--- src/rtl/sai_rx_pkg.sv ---
package sai_rx_pkg;
    localparam int WORD_MAX  = 24;
    localparam int SAMPLE_W  = 28;
    localparam int SLOT_BITS = 32;
    localparam int CNT_W     = $clog2(SLOT_BITS);
    localparam int CHAN_W    = 4;

    typedef enum logic [1:0] {
        FMT_DLY  = 2'd0,
        FMT_LEFT = 2'd1,
        FMT_RGT  = 2'd2,
        FMT_TDM  = 2'd3
    } fmt_e;

    typedef struct packed {
        logic                primed;
        logic                active;
        logic                lr_prev;
        logic [CNT_W-1:0]    cnt;
        logic [CHAN_W-1:0]   slot;
        logic [WORD_MAX-1:0] shreg;
        logic                valid;
        logic [CHAN_W-1:0]   chan;
        logic [SAMPLE_W-1:0] data;
    } rx_state_t;
endpackage

--- src/rtl/rx_sync.sv ---
module rx_sync #(
    parameter int W      = 3,
    parameter int STAGES = 2
) (
    input  logic         clk,
    input  logic         rst_n,
    input  logic [W-1:0] din,
    output logic [W-1:0] dout
);
    logic [W-1:0] stg_q [STAGES];

    for (genvar g = 0; g < STAGES; g++) begin : g_stage
        if (g == 0) begin : g_first
            always_ff @(posedge clk or negedge rst_n) begin
                if (!rst_n) stg_q[g] <= '0;
                else        stg_q[g] <= din;
            end
        end else begin : g_next
            always_ff @(posedge clk or negedge rst_n) begin
                if (!rst_n) stg_q[g] <= '0;
                else        stg_q[g] <= stg_q[g-1];
            end
        end
    end

    assign dout = stg_q[STAGES-1];
endmodule

--- src/rtl/rx_wordmap.sv ---
module rx_wordmap
    import sai_rx_pkg::*;
(
    input  logic [WORD_MAX-1:0] raw,
    input  logic [1:0]          wsel,
    output logic [SAMPLE_W-1:0] smp
);
    localparam int EXT = SAMPLE_W - WORD_MAX;

    logic [WORD_MAX-1:0] aligned;

    always_comb begin
        case (wsel)
            2'd0:    aligned = {raw[15:0], 8'b0};
            2'd1:    aligned = {raw[19:0], 4'b0};
            default: aligned = raw;
        endcase
        smp = {{EXT{aligned[WORD_MAX-1]}}, aligned};
    end
endmodule

--- src/rtl/sai_rx.sv ---
module sai_rx
    import sai_rx_pkg::*;
#(
    parameter int SYNC_STAGES = 2
) (
    input  logic                clk,
    input  logic                rst_n,
    input  logic                bclk_i,
    input  logic                lrclk_i,
    input  logic                sdata_i,
    input  logic [1:0]          fmt_i,
    input  logic [1:0]          wsel_i,
    input  logic                tdm16_i,
    output logic                smp_valid_o,
    output logic [CHAN_W-1:0]   smp_chan_o,
    output logic [SAMPLE_W-1:0] smp_data_o
);
    localparam logic [CNT_W-1:0] CNT_LAST = CNT_W'(SLOT_BITS - 1);

    logic [2:0] pins_s;
    logic       bclk_s, lr_s, dat_s;
    logic       bclk_prev_q;
    logic       rise;

    rx_sync #(.W(3), .STAGES(SYNC_STAGES)) u_sync (
        .clk  (clk),
        .rst_n(rst_n),
        .din  ({bclk_i, lrclk_i, sdata_i}),
        .dout (pins_s)
    );
    assign {bclk_s, lr_s, dat_s} = pins_s;

    always_ff @(posedge clk or negedge rst_n) begin
        if (!rst_n) bclk_prev_q <= 1'b0;
        else        bclk_prev_q <= bclk_s;
    end
    assign rise = bclk_s & ~bclk_prev_q;

    rx_state_t           st_q, st_d;
    logic [WORD_MAX-1:0] raw_sel;
    logic [SAMPLE_W-1:0] mapped;

    rx_wordmap u_map (
        .raw (raw_sel),
        .wsel(wsel_i),
        .smp (mapped)
    );

    fmt_e                fmt;
    logic [CNT_W-1:0]    wl_m1;
    logic [CNT_W-1:0]    tgt;
    logic [CHAN_W-1:0]   last_slot;
    logic [WORD_MAX-1:0] sh_next;
    logic                is_edge;
    logic                emit;
    logic [CHAN_W-1:0]   emit_chan;

    always_comb begin
        fmt = fmt_e'(fmt_i);
        case (wsel_i)
            2'd0:    wl_m1 = CNT_W'(15);
            2'd1:    wl_m1 = CNT_W'(19);
            default: wl_m1 = CNT_W'(23);
        endcase
        tgt       = wl_m1 + {{(CNT_W-1){1'b0}}, (fmt == FMT_DLY)};
        last_slot = tdm16_i ? CHAN_W'(15) : CHAN_W'(7);
        sh_next   = {st_q.shreg[WORD_MAX-2:0], dat_s};
        is_edge   = st_q.primed &&
                    ((fmt == FMT_TDM) ? (lr_s && !st_q.lr_prev) : (lr_s != st_q.lr_prev));

        st_d      = st_q;
        st_d.valid = 1'b0;
        emit      = 1'b0;
        emit_chan = st_q.slot;
        raw_sel   = st_q.shreg;

        if (rise) begin
            st_d.shreg   = sh_next;
            st_d.lr_prev = lr_s;
            st_d.primed  = 1'b1;
            if (is_edge) begin
                if (fmt == FMT_RGT && st_q.active) begin
                    emit      = 1'b1;
                    emit_chan = st_q.slot;
                    raw_sel   = st_q.shreg;
                end
                st_d.active = 1'b1;
                st_d.cnt    = '0;
                if (fmt == FMT_TDM)      st_d.slot = '0;
                else if (fmt == FMT_DLY) st_d.slot = lr_s ? CHAN_W'(1) : CHAN_W'(0);
                else                     st_d.slot = lr_s ? CHAN_W'(0) : CHAN_W'(1);
            end else if (st_q.active) begin
                if (fmt == FMT_TDM && st_q.cnt == CNT_LAST) begin
                    st_d.cnt = '0;
                    if (st_q.slot == last_slot) st_d.active = 1'b0;
                    else                        st_d.slot   = st_q.slot + 1'b1;
                end else if (st_q.cnt != CNT_LAST) begin
                    st_d.cnt = st_q.cnt + 1'b1;
                end
            end
            if (fmt != FMT_RGT && st_d.active && st_d.cnt == tgt) begin
                emit      = 1'b1;
                emit_chan = st_d.slot;
                raw_sel   = sh_next;
            end
        end

        if (emit) begin
            st_d.valid = 1'b1;
            st_d.chan  = emit_chan;
            st_d.data  = mapped;
        end
    end

    always_ff @(posedge clk or negedge rst_n) begin
        if (!rst_n) st_q <= '0;
        else        st_q <= st_d;
    end

    assign smp_valid_o = st_q.valid;
    assign smp_chan_o  = st_q.chan;
    assign smp_data_o  = st_q.data;


    valid_pulse_chk: assert property (@(posedge clk) disable iff (!rst_n)
        smp_valid_o |=> !smp_valid_o);


    sign_ext_chk: assert property (@(posedge clk) disable iff (!rst_n)
        smp_valid_o |-> (smp_data_o[SAMPLE_W-1:WORD_MAX-1] == '0 ||
                         smp_data_o[SAMPLE_W-1:WORD_MAX-1] == '1));


    low_zero_chk: assert property (@(posedge clk) disable iff (!rst_n)
        (smp_valid_o && wsel_i == 2'd0) |-> (smp_data_o[7:0] == 8'd0));


    tdm_chan_chk: assert property (@(posedge clk) disable iff (!rst_n)
        (smp_valid_o && fmt_i == 2'd3 && !tdm16_i) |-> (smp_chan_o < CHAN_W'(8)));


    stereo_chan_chk: assert property (@(posedge clk) disable iff (!rst_n)
        (smp_valid_o && fmt_i != 2'd3) |-> (smp_chan_o < CHAN_W'(2)));


    valid_on_rise_chk: assert property (@(posedge clk) disable iff (!rst_n)
        smp_valid_o |-> $past(rise));
endmodule

--- config.mk ---
export PLATFORM = sky130hd
export DESIGN_NAME = sai_rx
export DESIGN_NICKNAME = d
export VERILOG_FILES = /design/src/rtl/sai_rx_pkg.sv /design/src/rtl/rx_sync.sv /design/src/rtl/rx_wordmap.sv /design/src/rtl/sai_rx.sv
export SDC_FILE = /design/constraint.sdc
export NUM_CORES = 1
export LEC_CHECK = 0
export BUFFER_PORTS_ARGS = -buffer_cell sky130_fd_sc_hd__buf_2
export CAP_MARGIN = 10
export CORE_MARGIN = 2
export CORE_UTILIZATION = 50
export DETAILED_ROUTE_END_ITERATION = 12
export PLACE_DENSITY_LB_ADDON = 0.08
export SETUP_SLACK_MARGIN = 0.15
export SYNTH_ARGS = -nofsm -noshare
export SYNTH_HDL_FRONTEND = slang
export SYNTH_SLANG_ARGS = --single-unit
--- constraint.sdc ---
create_clock -name clk -period 9.4 [get_ports clk]
set_clock_uncertainty 0.1 [all_clocks]
set_input_delay 2.35 -clock clk [delete_from_list [all_inputs] [get_ports clk]]
set_output_delay 2.35 -clock clk [all_outputs]
set_load 0.1 [all_outputs]
# Yosys cells after proc, flatten, opt, wreduce, memory -nomap -nowiden
# Cells that the tools add are included.
# totals
ff_bits,72
n_memories,0
latch_bits,0
in_bits,10
rom_bits,0
output_inout_bits,33
mem_bits_rw,0
# op_classes
n_mux,29
shifts,0
n_reduce_logical,9
bitwise_logic,2
n_eq_ne,9
addsub,3
mul,0
div_mod_pow,0
magnitude_cmp,0
# ops
operator,n
$mux 24,2
$pmux 24 s2,1
$mux 33,1
$mux 9,3
$mux 4,5
$mux 1,14
$mux 5,2
$pmux 5 s2,1
$logic_and 1x1->1,6
$add 5x1->5,1
$add 5x1->5 const B,1
$eq 5x5->1,1
$eq 5x5->1 const B,1
$ne 5x5->1 const B,1
$add 4x1->4 const B,1
$eq 2x2->1 const B,2
$eq 4x4->1,1
$logic_not 2->1,2
$eq 2x1->1 const B,1
$ne 2x2->1 const B,1
$and 1x1->1,1
$logic_not 1->1,1
$ne 1x1->1,1
$not 1->1,1

# Longest topological paths before layout
# Gate-level depths: netlist of run 1.
# depth
depth_word,13
depth_mapped,15
depth_no_buf,12

# Modules after synthesis
# Synthesis of run 1 repeated with hierarchy kept, for this count alone.
# unflattened
hier_cells,426
hier_area_um2,4349.2
# by_module_without_submodules
mod,n_inst,seq_area_each_um2,cells_per_inst,area_per_inst_um2
sai_rx,1,1751.7,350,3729.8
rx_wordmap,1,0.0,67,446.7
rx_sync,1,150.1,9,172.7

# Worst setup path after synthesis of run 1
# Ideal clock, no wire load.
# synth_timing
kind,input-to-reg
start,input port wsel_i[1]
end,register smp_data_o[23] (netlist name)
cell_stages,14
slack_ns,4.322
t_arrival_ns,4.850
t_required_ns,9.172
cell_sequence,clkbuf_1 nor2b_1 inv_1 clkbuf_1 ha_1 inv_1 a21oi_1 a221o_1 nor4_2 o211a_1 buf_6 mux2_4 a22oi_1 a21oi_1
# synth_via
elab_chain_len,8
word_cells_on_any_way,11
cone_classes,add/sub: 1; eq/ne: 2; mux: 6; reduce/logical: 2
# synth_rtl
element,line_no,source
"start, declared",sai_rx.sv:12,"input logic [1:0] wsel_i,"
$eq 2x1->1 / $logic_not 2->1 (equally long branches),"rx_wordmap.sv:13, sai_rx.sv:60",
$pmux 5 s2,sai_rx.sv:60,case (wsel_i)
$add 5x1->5,sai_rx.sv:65,"tgt = wl_m1 + {{(CNT_W-1){1'b0}}, (fmt == FMT_DLY)};"
$eq 5x5->1,sai_rx.sv:101,if (fmt != FMT_RGT && st_d.active && st_d.cnt == tgt) begin
$logic_and 1x1->1,sai_rx.sv:101,
$mux 24,sai_rx.sv:101,
$mux 24,sai_rx.sv:77,if (rise) begin
$pmux 24 s2,rx_wordmap.sv:13,case (wsel)
# Parallel ways exist; a longest one is shown, timed or not.
# A chain may end at the register's enable or synchronous reset.

# Worst setup path in the final report of run 1
# layout_timing
start,input port wsel_i[1]
end,"register st_q, in the netlist smp_data_o[22]"
# layout_via
elab_chain_len,8
word_cells_on_any_way,11
cone_classes,add/sub: 1; eq/ne: 2; mux: 6; reduce/logical: 2
# layout_rtl
element,line_no,source
$eq 2x1->1 / $logic_not 2->1 (equally long branches),"rx_wordmap.sv:13, sai_rx.sv:60",
$pmux 5 s2,sai_rx.sv:60,
$add 5x1->5,sai_rx.sv:65,
$eq 5x5->1,sai_rx.sv:101,
$logic_and 1x1->1,sai_rx.sv:101,
$mux 24,sai_rx.sv:101,
$mux 24,sai_rx.sv:77,
$pmux 24 s2,rx_wordmap.sv:13,
"end signal, assigned",sai_rx.sv:117,else st_q <= st_d;
"end, declared",sai_rx.sv:39,"rx_state_t st_q, st_d;"
# Parallel ways exist; a longest one is shown, timed or not.

==> reports/qor.log, run 1 <==
INFO  synthesis      synthesis.instances=473
INFO  global_route   gr-total-overflow=0
INFO  route          route.antenna.remaining_nets=0
INFO  clock_network  insertion_delay=0.35ns
INFO  timing         timing.final.setup_violations=0
INFO  timing         hold_viol=0
INFO  synthesis      postSynth.asyncResetShare=100.0%
INFO  critical_path  critical_path.endpoint_type=register
INFO  status         run_status=complete, no violations
INFO  floorplanning  initial_utilization=50.98%
INFO  clock_network  tritoncts_num_sinks=72
INFO  place          placed_cells_incl_taps=560
INFO  power_and_ir_drop internal-power=595.6uW
INFO  clock_network  ctsHoldBuffers=0
INFO  worst_hold_path hold_path.class=reg -> reg
INFO  synthesis      synth.most_common_cell=nand2_1
INFO  critical_path  setup.worst_path.start_class=primary input
INFO  route          total_number_of_vias=3403
INFO  clock_network  clock_tree_from_tritoncts=done
INFO  floorplanning  std_cell_rows=33
INFO  power_and_ir_drop power.combinational.fraction=45.0%
INFO  global_route   via_count_of_the_first_global_routing_pass=3084
INFO  route          post-route-drc-count=0
INFO  timing         min_period_over_period=67.84%
INFO  timing         fmaxAchievable=156.8MHz
INFO  clock_network  clkSlewWorstSetupHoldPaths=0.08ns
INFO  synthesis      syn_area=4146um2
INFO  route          firstDrtPassIters=5
INFO  synthesis      prevailing_post_synth_register_cell=dfrtp_1
INFO  global_route   grt_usage=22.85%
INFO  synthesis      synth_common_cells=102 x nand2_1, 72 x dfrtp_1, 38 x o21ai_0
INFO  route          drt_iter0_markers=261
INFO  power_and_ir_drop irDropWorstVdd=147.4uV
INFO  synthesis      number_of_synthesized_flops_with_an_enable_pin=0
INFO  route          wire_per_inst=16.73um
INFO  clock_network  cts.root.buffer_cell=clkbuf_8
INFO  route          routed_wl=9634um
INFO  timing         layout_setup_ws=3.023ns
INFO  global_route   initial_antenna_violation_count=0
INFO  floorplanning  core_area=8134um2
INFO  run            number_of_violations_of_the_max_capacitance_limit=0
INFO  synthesis      yosysWarningCount=0
INFO  synthesis      synth_area_leaders=dfrtp_1 43%, nand2_1 9.2%, buf_4 6.2%, o21ai_0 4.6%, a21oi_1 3.5%
INFO  cells_and_area nFillCells=760
INFO  synthesis      synth_area_leader_cell=dfrtp_1
INFO  floorplanning  fp.dieW=95.07um
INFO  synthesis      netlist_cell_types=60
INFO  global_route   pin_count_of_the_biggest_net_entering_global_routing=73
INFO  power_and_ir_drop total_power=1258uW
INFO  power_and_ir_drop sw_frac_of_total=52.65%
INFO  timing         measured_slew_at_the_worst_slew_check_pin=0.9007ns
INFO  critical_path  cp.arrival=6.52ns
INFO  clock_network  postCtsSetupRepairBufs=0
INFO  floorplanning  floorplan.die.height=95.07um
INFO  synthesis      ys_seq_elements=72
INFO  cells_and_area layout.cells.non_filler=576
INFO  place          pre_cts_slack=2.728ns
INFO  power_and_ir_drop power_frac_seq=35.3%
INFO  global_route   global_route_wire_length_before_repair=16000um
INFO  timing         slew_violations=0
INFO  clock_network  cts_buffers=9
INFO  cells_and_area design.final.nets=480
INFO  cells_and_area layout-drive-gt1-share=15.29%
INFO  power_and_ir_drop cellPowerDensity=292.4nW/um2
INFO  synthesis      synth.top_cell.area_share=43.45%
INFO  timing         relSlewSlack=39.95%
INFO  critical_path  worstPathRequired=9.54ns
INFO  place          portBuffers=42
INFO  route          vias_per_cell=5.908
INFO  power_and_ir_drop power.clock.fraction=19.7%
INFO  place          post-dp-hpwl=6382um
INFO  cells_and_area antenna_cells_inserted=0
INFO  power_and_ir_drop leakage=0.002025uW
INFO  clock_network  clock_path_buffers=2
INFO  synthesis      post_synth.cell_area_avg=8.766um2
INFO  floorplanning  area_enclosed_by_the_die_boundary=9037um2
INFO  clock_network  clock_tree.htree_level_count=3
INFO  synthesis      mappedNetlistNets=487
INFO  floorplanning  floorplan.io_pins=43
INFO  timing         grt_setup_unrepaired=no
INFO  synthesis      yosysSeqAreaShare=43.45%
INFO  power_and_ir_drop switching_power_of_the_nets=662.1uW
INFO  cells_and_area area_delta_synth_final=3.742%
INFO  place          gp_routability_congestion=0.8629
INFO  timing         fin_setup_tns=0ns
INFO  critical_path  path_max_fanout=22
INFO  timing         finalWorstPathRequiredPeriod=6.377ns
INFO  clock_network  cts-resized-gates=0
INFO  critical_path  worst-setup-path-type=in -> reg
final timing paths:
check                                      from        endpoint  slack [ns]  depth (start not counted)
max in group asynchronous                 rst_n     sh_next[10]        6.59                          1
worst min register to register  u_sync.stg_q[5]  u_sync.dout[2]        0.25                          0
worst min-delay path            u_sync.stg_q[5]  u_sync.dout[2]        0.25                          0
min in group asynchronous                 rst_n      sh_next[1]        2.03                          1
worst max register to register         st_q[61]  smp_data_o[22]        5.31                         10
worst max-delay path                  wsel_i[1]  smp_data_o[22]        3.02                         13
logic make-up after synthesis:
| logic type | Yosys count | synth area share [%] |
|---|---|---|
| AND/OR/NAND/NOR | 163 | 17.14 |
| AO/OA/AOI/OAI | 139 | 22.00 |
| buffers and inverters | 75 | 11.01 |
| flip-flops | 72 | 43.45 |
| multiplexers | 14 | 3.923 |
| XOR/XNOR | 6 | 1.267 |
| adder cells (fa/ha/maj) | 4 | 1.207 |
area by class of cell:
cell class              count  area, um2  share of cell area (%)
multi-input cells         326       1891                   43.95
flip-flops and latches     72       1802                   41.88
repair buffers             46      242.7                   5.643
well taps                 105      131.4                   3.054
clock buffers               9      123.9                   2.880
clock inverters             7      70.07                   1.629
inverters                  11      41.29                  0.9599
state kept, by name, summed over array words and instances (netlist names):
name,count
sh_next,23
u_sync.dout,3
st_q,13
bclk_prev_q,1
smp_data_o,24
smp_valid_o,1
smp_chan_o,4
u_sync.stg_q,3
metal layers:
metal,global-route usage [%],wire length (um)
met5,0,0
met2,34.51,4327
met1,33.47,4637
met3,3.399,498
met4,8.092,171
power by group through the flow:
stage,clock network [uW],logic (uW),registers (uW)
6_report,248,565,444
5_1_grt,265,598,454
4_1_cts,252,568,443
3_5_place_dp,0,567,449
3_3_place_gp,0,566,448
2_1_floorplan,0,565,425
critical path, cell delays in order:
cell and delay (ns):
buf_2 0.20, nor2b_1 0.65, inv_1 0.43, ha_1 0.34, inv_1 0.08, a21oi_1 0.04, a221o_1 0.36, nor4_2 0.35
o211a_1 0.66, nor2_4 0.22, inv_1 0.45, o21ai_0 0.18, o22a_1 0.19
metrics by stage:
step	hold slack, ns	area [um2]	util [%]
floorplan	0.2312	4146	-
global placement	0.2315	4108	50.50
detailed placement	0.2347	4108	50.50
CTS	0.2524	4302	52.88
global route	0.2684	4302	52.88
finish	0.2502	4302	52.88
placed cells by master, fill, tap and decap left out, types with 3 or more instances in the layout:
master / instances
a22oi_1: 17
a22o_1: 8
o211ai_1: 4
mux2i_1: 8
clkbuf_8: 9
buf_4: 5
nand2_1: 102
and4_1: 3
nand4_1: 5
o21ai_1: 4
o21ai_0: 38
o22ai_1: 6
a31oi_1: 4
nor2_1: 29
a21oi_1: 29
nand3_1: 4
and2_1: 3
o22a_1: 3
buf_2: 41
nand2b_1: 3
dfrtp_1: 72
clkinv_2: 3
o221ai_1: 3
inv_1: 11
ha_1: 4
xnor2_1: 4
(Power assumes the default switching activity.)
==> run 2, diff against run 1 <==
==> constraint.sdc (replaced) <==
create_clock -name clk -period 5.95 [get_ports clk]
set_clock_uncertainty 0.1 [all_clocks]
set_input_delay 1.4875 -clock clk [delete_from_list [all_inputs] [get_ports clk]]
set_output_delay 1.4875 -clock clk [all_outputs]
set_load 0.1 [all_outputs]
==> run 2 against run 1 <==
  * Routed wire length rose by 2.4%
  * Design area grew 0.87%
  * Sequential share of layout area decreased by 0.36 points
  * Register-to-register slack got worse by 3.3 ns
  * Critical path depth increased by 1
  * Via count is 1.2% lower
  * Hold slack gained 0.0012 ns
  * Non-clock buffer count rose by 5
  * Largest cell class unchanged
  * Highest routed layer unchanged
==> reports/qor.log, run 2 (synthesis results as in run 1) <==
INFO  critical_path  critical_path.endpoint_type=register
INFO  floorplanning  core_area=8134um2 [unchanged]
INFO  clock_network  tritoncts_num_sinks=72 [unchanged]
INFO  clock_network  cts-resized-gates=0 [unchanged]
INFO  clock_network  cts_buffers=9 [unchanged]
INFO  clock_network  clkSlewWorstSetupHoldPaths=0.08ns [about the same]
INFO  floorplanning  floorplan.die.height=95.07um [unchanged]
INFO  floorplanning  std_cell_rows=33 [unchanged]
INFO  clock_network  cts.root.buffer_cell=clkbuf_8
INFO  global_route   via_count_of_the_first_global_routing_pass=3211 [+4.1%]
INFO  floorplanning  initial_utilization=50.98% [unchanged]
INFO  cells_and_area antenna_cells_inserted=0 [unchanged]
INFO  timing         finalWorstPathRequiredPeriod=4.675ns
INFO  timing         fin_setup_tns=0ns [unchanged]
INFO  place          placedInstanceArea=4145um2 [+0.91%]
INFO  floorplanning  floorplan.io_pins=43 [unchanged]
INFO  route          routed_wl=9864um [+2.4%]
INFO  floorplanning  area_enclosed_by_the_die_boundary=9037um2 [unchanged]
INFO  route          route.antenna.remaining_nets=0 [unchanged]
INFO  cells_and_area largest_reg_flops=24 [unchanged]
INFO  timing         grt_setup_unrepaired=no
INFO  clock_network  clock_path_buffers=2 [unchanged]
INFO  route          drt_iter0_markers=214 [-18%]
INFO  critical_path  worst-setup-path-type=in -> reg
INFO  cells_and_area layout_common_cells=102 x nand2_1, 72 x dfrtp_1, 41 x buf_2
INFO  status         run_status=complete, no violations
INFO  cells_and_area final_common_cell=nand2_1
INFO  critical_path  cp.arrival=4.82ns [-1.70 ns]
INFO  critical_path  setup.worst_path.start_class=primary input
INFO  route          total_number_of_vias=3362 [-1.2%]
INFO  timing         slew_violations=0 [unchanged]
INFO  timing         relSlewSlack=38.74% [-1.2 points]
INFO  global_route   global_route_wire_length_before_repair=16640um [+4.0%]
INFO  route          post-route-drc-count=0 [unchanged]
INFO  timing         hold_viol=0 [unchanged]
INFO  floorplanning  fp.dieW=95.07um [unchanged]
INFO  cells_and_area postLayoutCellArea=4339um2 [+0.87%]
INFO  place          gp_routability_congestion=0.8286 [-4.0%]
INFO  critical_path  worstPathRequired=6.09ns [-3.45 ns]
INFO  cells_and_area design.final.nets=485 [+1.0%]
INFO  worst_hold_path hold_path.class=reg -> reg
INFO  timing         timing.final.setup_violations=0 [unchanged]
INFO  cells_and_area layout-drive-gt1-share=16.18% [+0.89 points]
INFO  cells_and_area nFillCells=743 [-2.2%]
INFO  clock_network  insertion_delay=0.35ns [about the same]
INFO  global_route   gr-total-overflow=0 [unchanged]
INFO  timing         measured_slew_at_the_worst_slew_check_pin=0.9189ns [+0.01820 ns]
INFO  global_route   initial_antenna_violation_count=0 [unchanged]
INFO  cells_and_area area_delta_synth_final=4.647%
INFO  clock_network  clock_tree_from_tritoncts=done
INFO  power_and_ir_drop irDropWorstVdd=230.9uV [+57%]
INFO  global_route   grt_usage=23.74% [+0.89 points]
INFO  route          vias_per_cell=5.787 [-2.1%]
INFO  route          wire_per_inst=16.98um [+1.5%]
INFO  global_route   pin_count_of_the_biggest_net_entering_global_routing=73 [unchanged]
INFO  critical_path  path_max_fanout=18 [-18%]
INFO  timing         fmaxAchievable=213.9MHz
INFO  clock_network  clock_tree.htree_level_count=3 [unchanged]
INFO  power_and_ir_drop cellPowerDensity=458.6nW/um2 [+57%]
INFO  place          portBuffers=42 [unchanged]
INFO  clock_network  ctsHoldBuffers=0 [unchanged]
INFO  route          firstDrtPassIters=5 [unchanged]
INFO  timing         min_period_over_period=78.57%
INFO  run            number_of_violations_of_the_max_capacitance_limit=0 [unchanged]
INFO  clock_network  postCtsSetupRepairBufs=0 [unchanged]
INFO  power_and_ir_drop leakage=0.002050uW [+1.3%]
INFO  power_and_ir_drop total_power=1990uW [+58%]
INFO  place          post-dp-hpwl=6640um [+4.0%]
INFO  timing         whs=0.2514ns [+0.001168 ns]
==> run 2: cell count changes in the layout (fill, tap and decap cells not counted) <==
cell   delta
buf_4     +5
==> run 2: layout make-up <==
| cell class | instances | area [um2] | share of cell area (%) |
|---|---|---|---|
| Clock inverter | 7 | 70.07 | 1.615 |
| Multi-Input combinational cell | 326 | 1891 | 43.57 |
| Clock buffer | 9 | 123.9 | 2.855 |
| Sequential cell | 72 | 1802 | 41.52 |
| Tap cell | 105 | 131.4 | 3.028 |
| Inverter | 11 | 41.29 | 0.9516 |
| Timing Repair Buffer | 51 | 280.3 | 6.459 |
==> run 2: critical path: stages <==
cell     delay (ns)
buf_2          0.21
nor2b_1        0.14
buf_4          0.19
inv_1          0.23
ha_1           0.29
inv_1          0.07
a21oi_1        0.04
a221o_1        0.36
nor4_2         0.35
o211a_1        0.54
buf_4          0.32
mux2_1         0.34
a21oi_1        0.17
o21ai_1        0.07
==> run 2: layer usage <==
| layer | routed length, um | vias up | global-route usage, % |
|---|---|---|---|
| li1 | - | 1637 | - |
| met1 | 4695 | 1630 | 34.05 |
| met4 | 68 | 0 | 7.126 |
| met3 | 483 | 5 | 4.822 |
| met2 | 4617 | 90 | 36.33 |
| met5 | 0 | - | 0 |
==> run 2: final timing paths <==
check | from | endpoint | slack (ns) | cells after the start
worst min register to register | u_sync.stg_q[4] | u_sync.dout[1] | 0.25 | 0
max in group asynchronous | rst_n | st_q[57] | 3.99 | 1
worst max-delay path | wsel_i[1] | smp_data_o[17] | 1.27 | 14
worst max register to register | st_q[61] | smp_data_o[17] | 2.03 | 10
min in group asynchronous | rst_n | sh_next[2] | 1.15 | 1
worst min-delay path | u_sync.stg_q[4] | u_sync.dout[1] | 0.25 | 0
==> run 2: metrics by stage <==
stage	utilization, %	instances	setup slack, ns
floorplan	-	473	1.735
global route	53.35	581	1.061
global placement	50.96	565	1.022
CTS	53.35	581	1.300
finish	53.35	581	1.275
detailed placement	50.96	565	0.9403
==> run 2: power by group <==
part / total (uW) / switching [uW] / internal [uW]
sequential: 701 / 112 / 589
combinational: 895 / 736 / 159
clock: 394 / 200 / 194
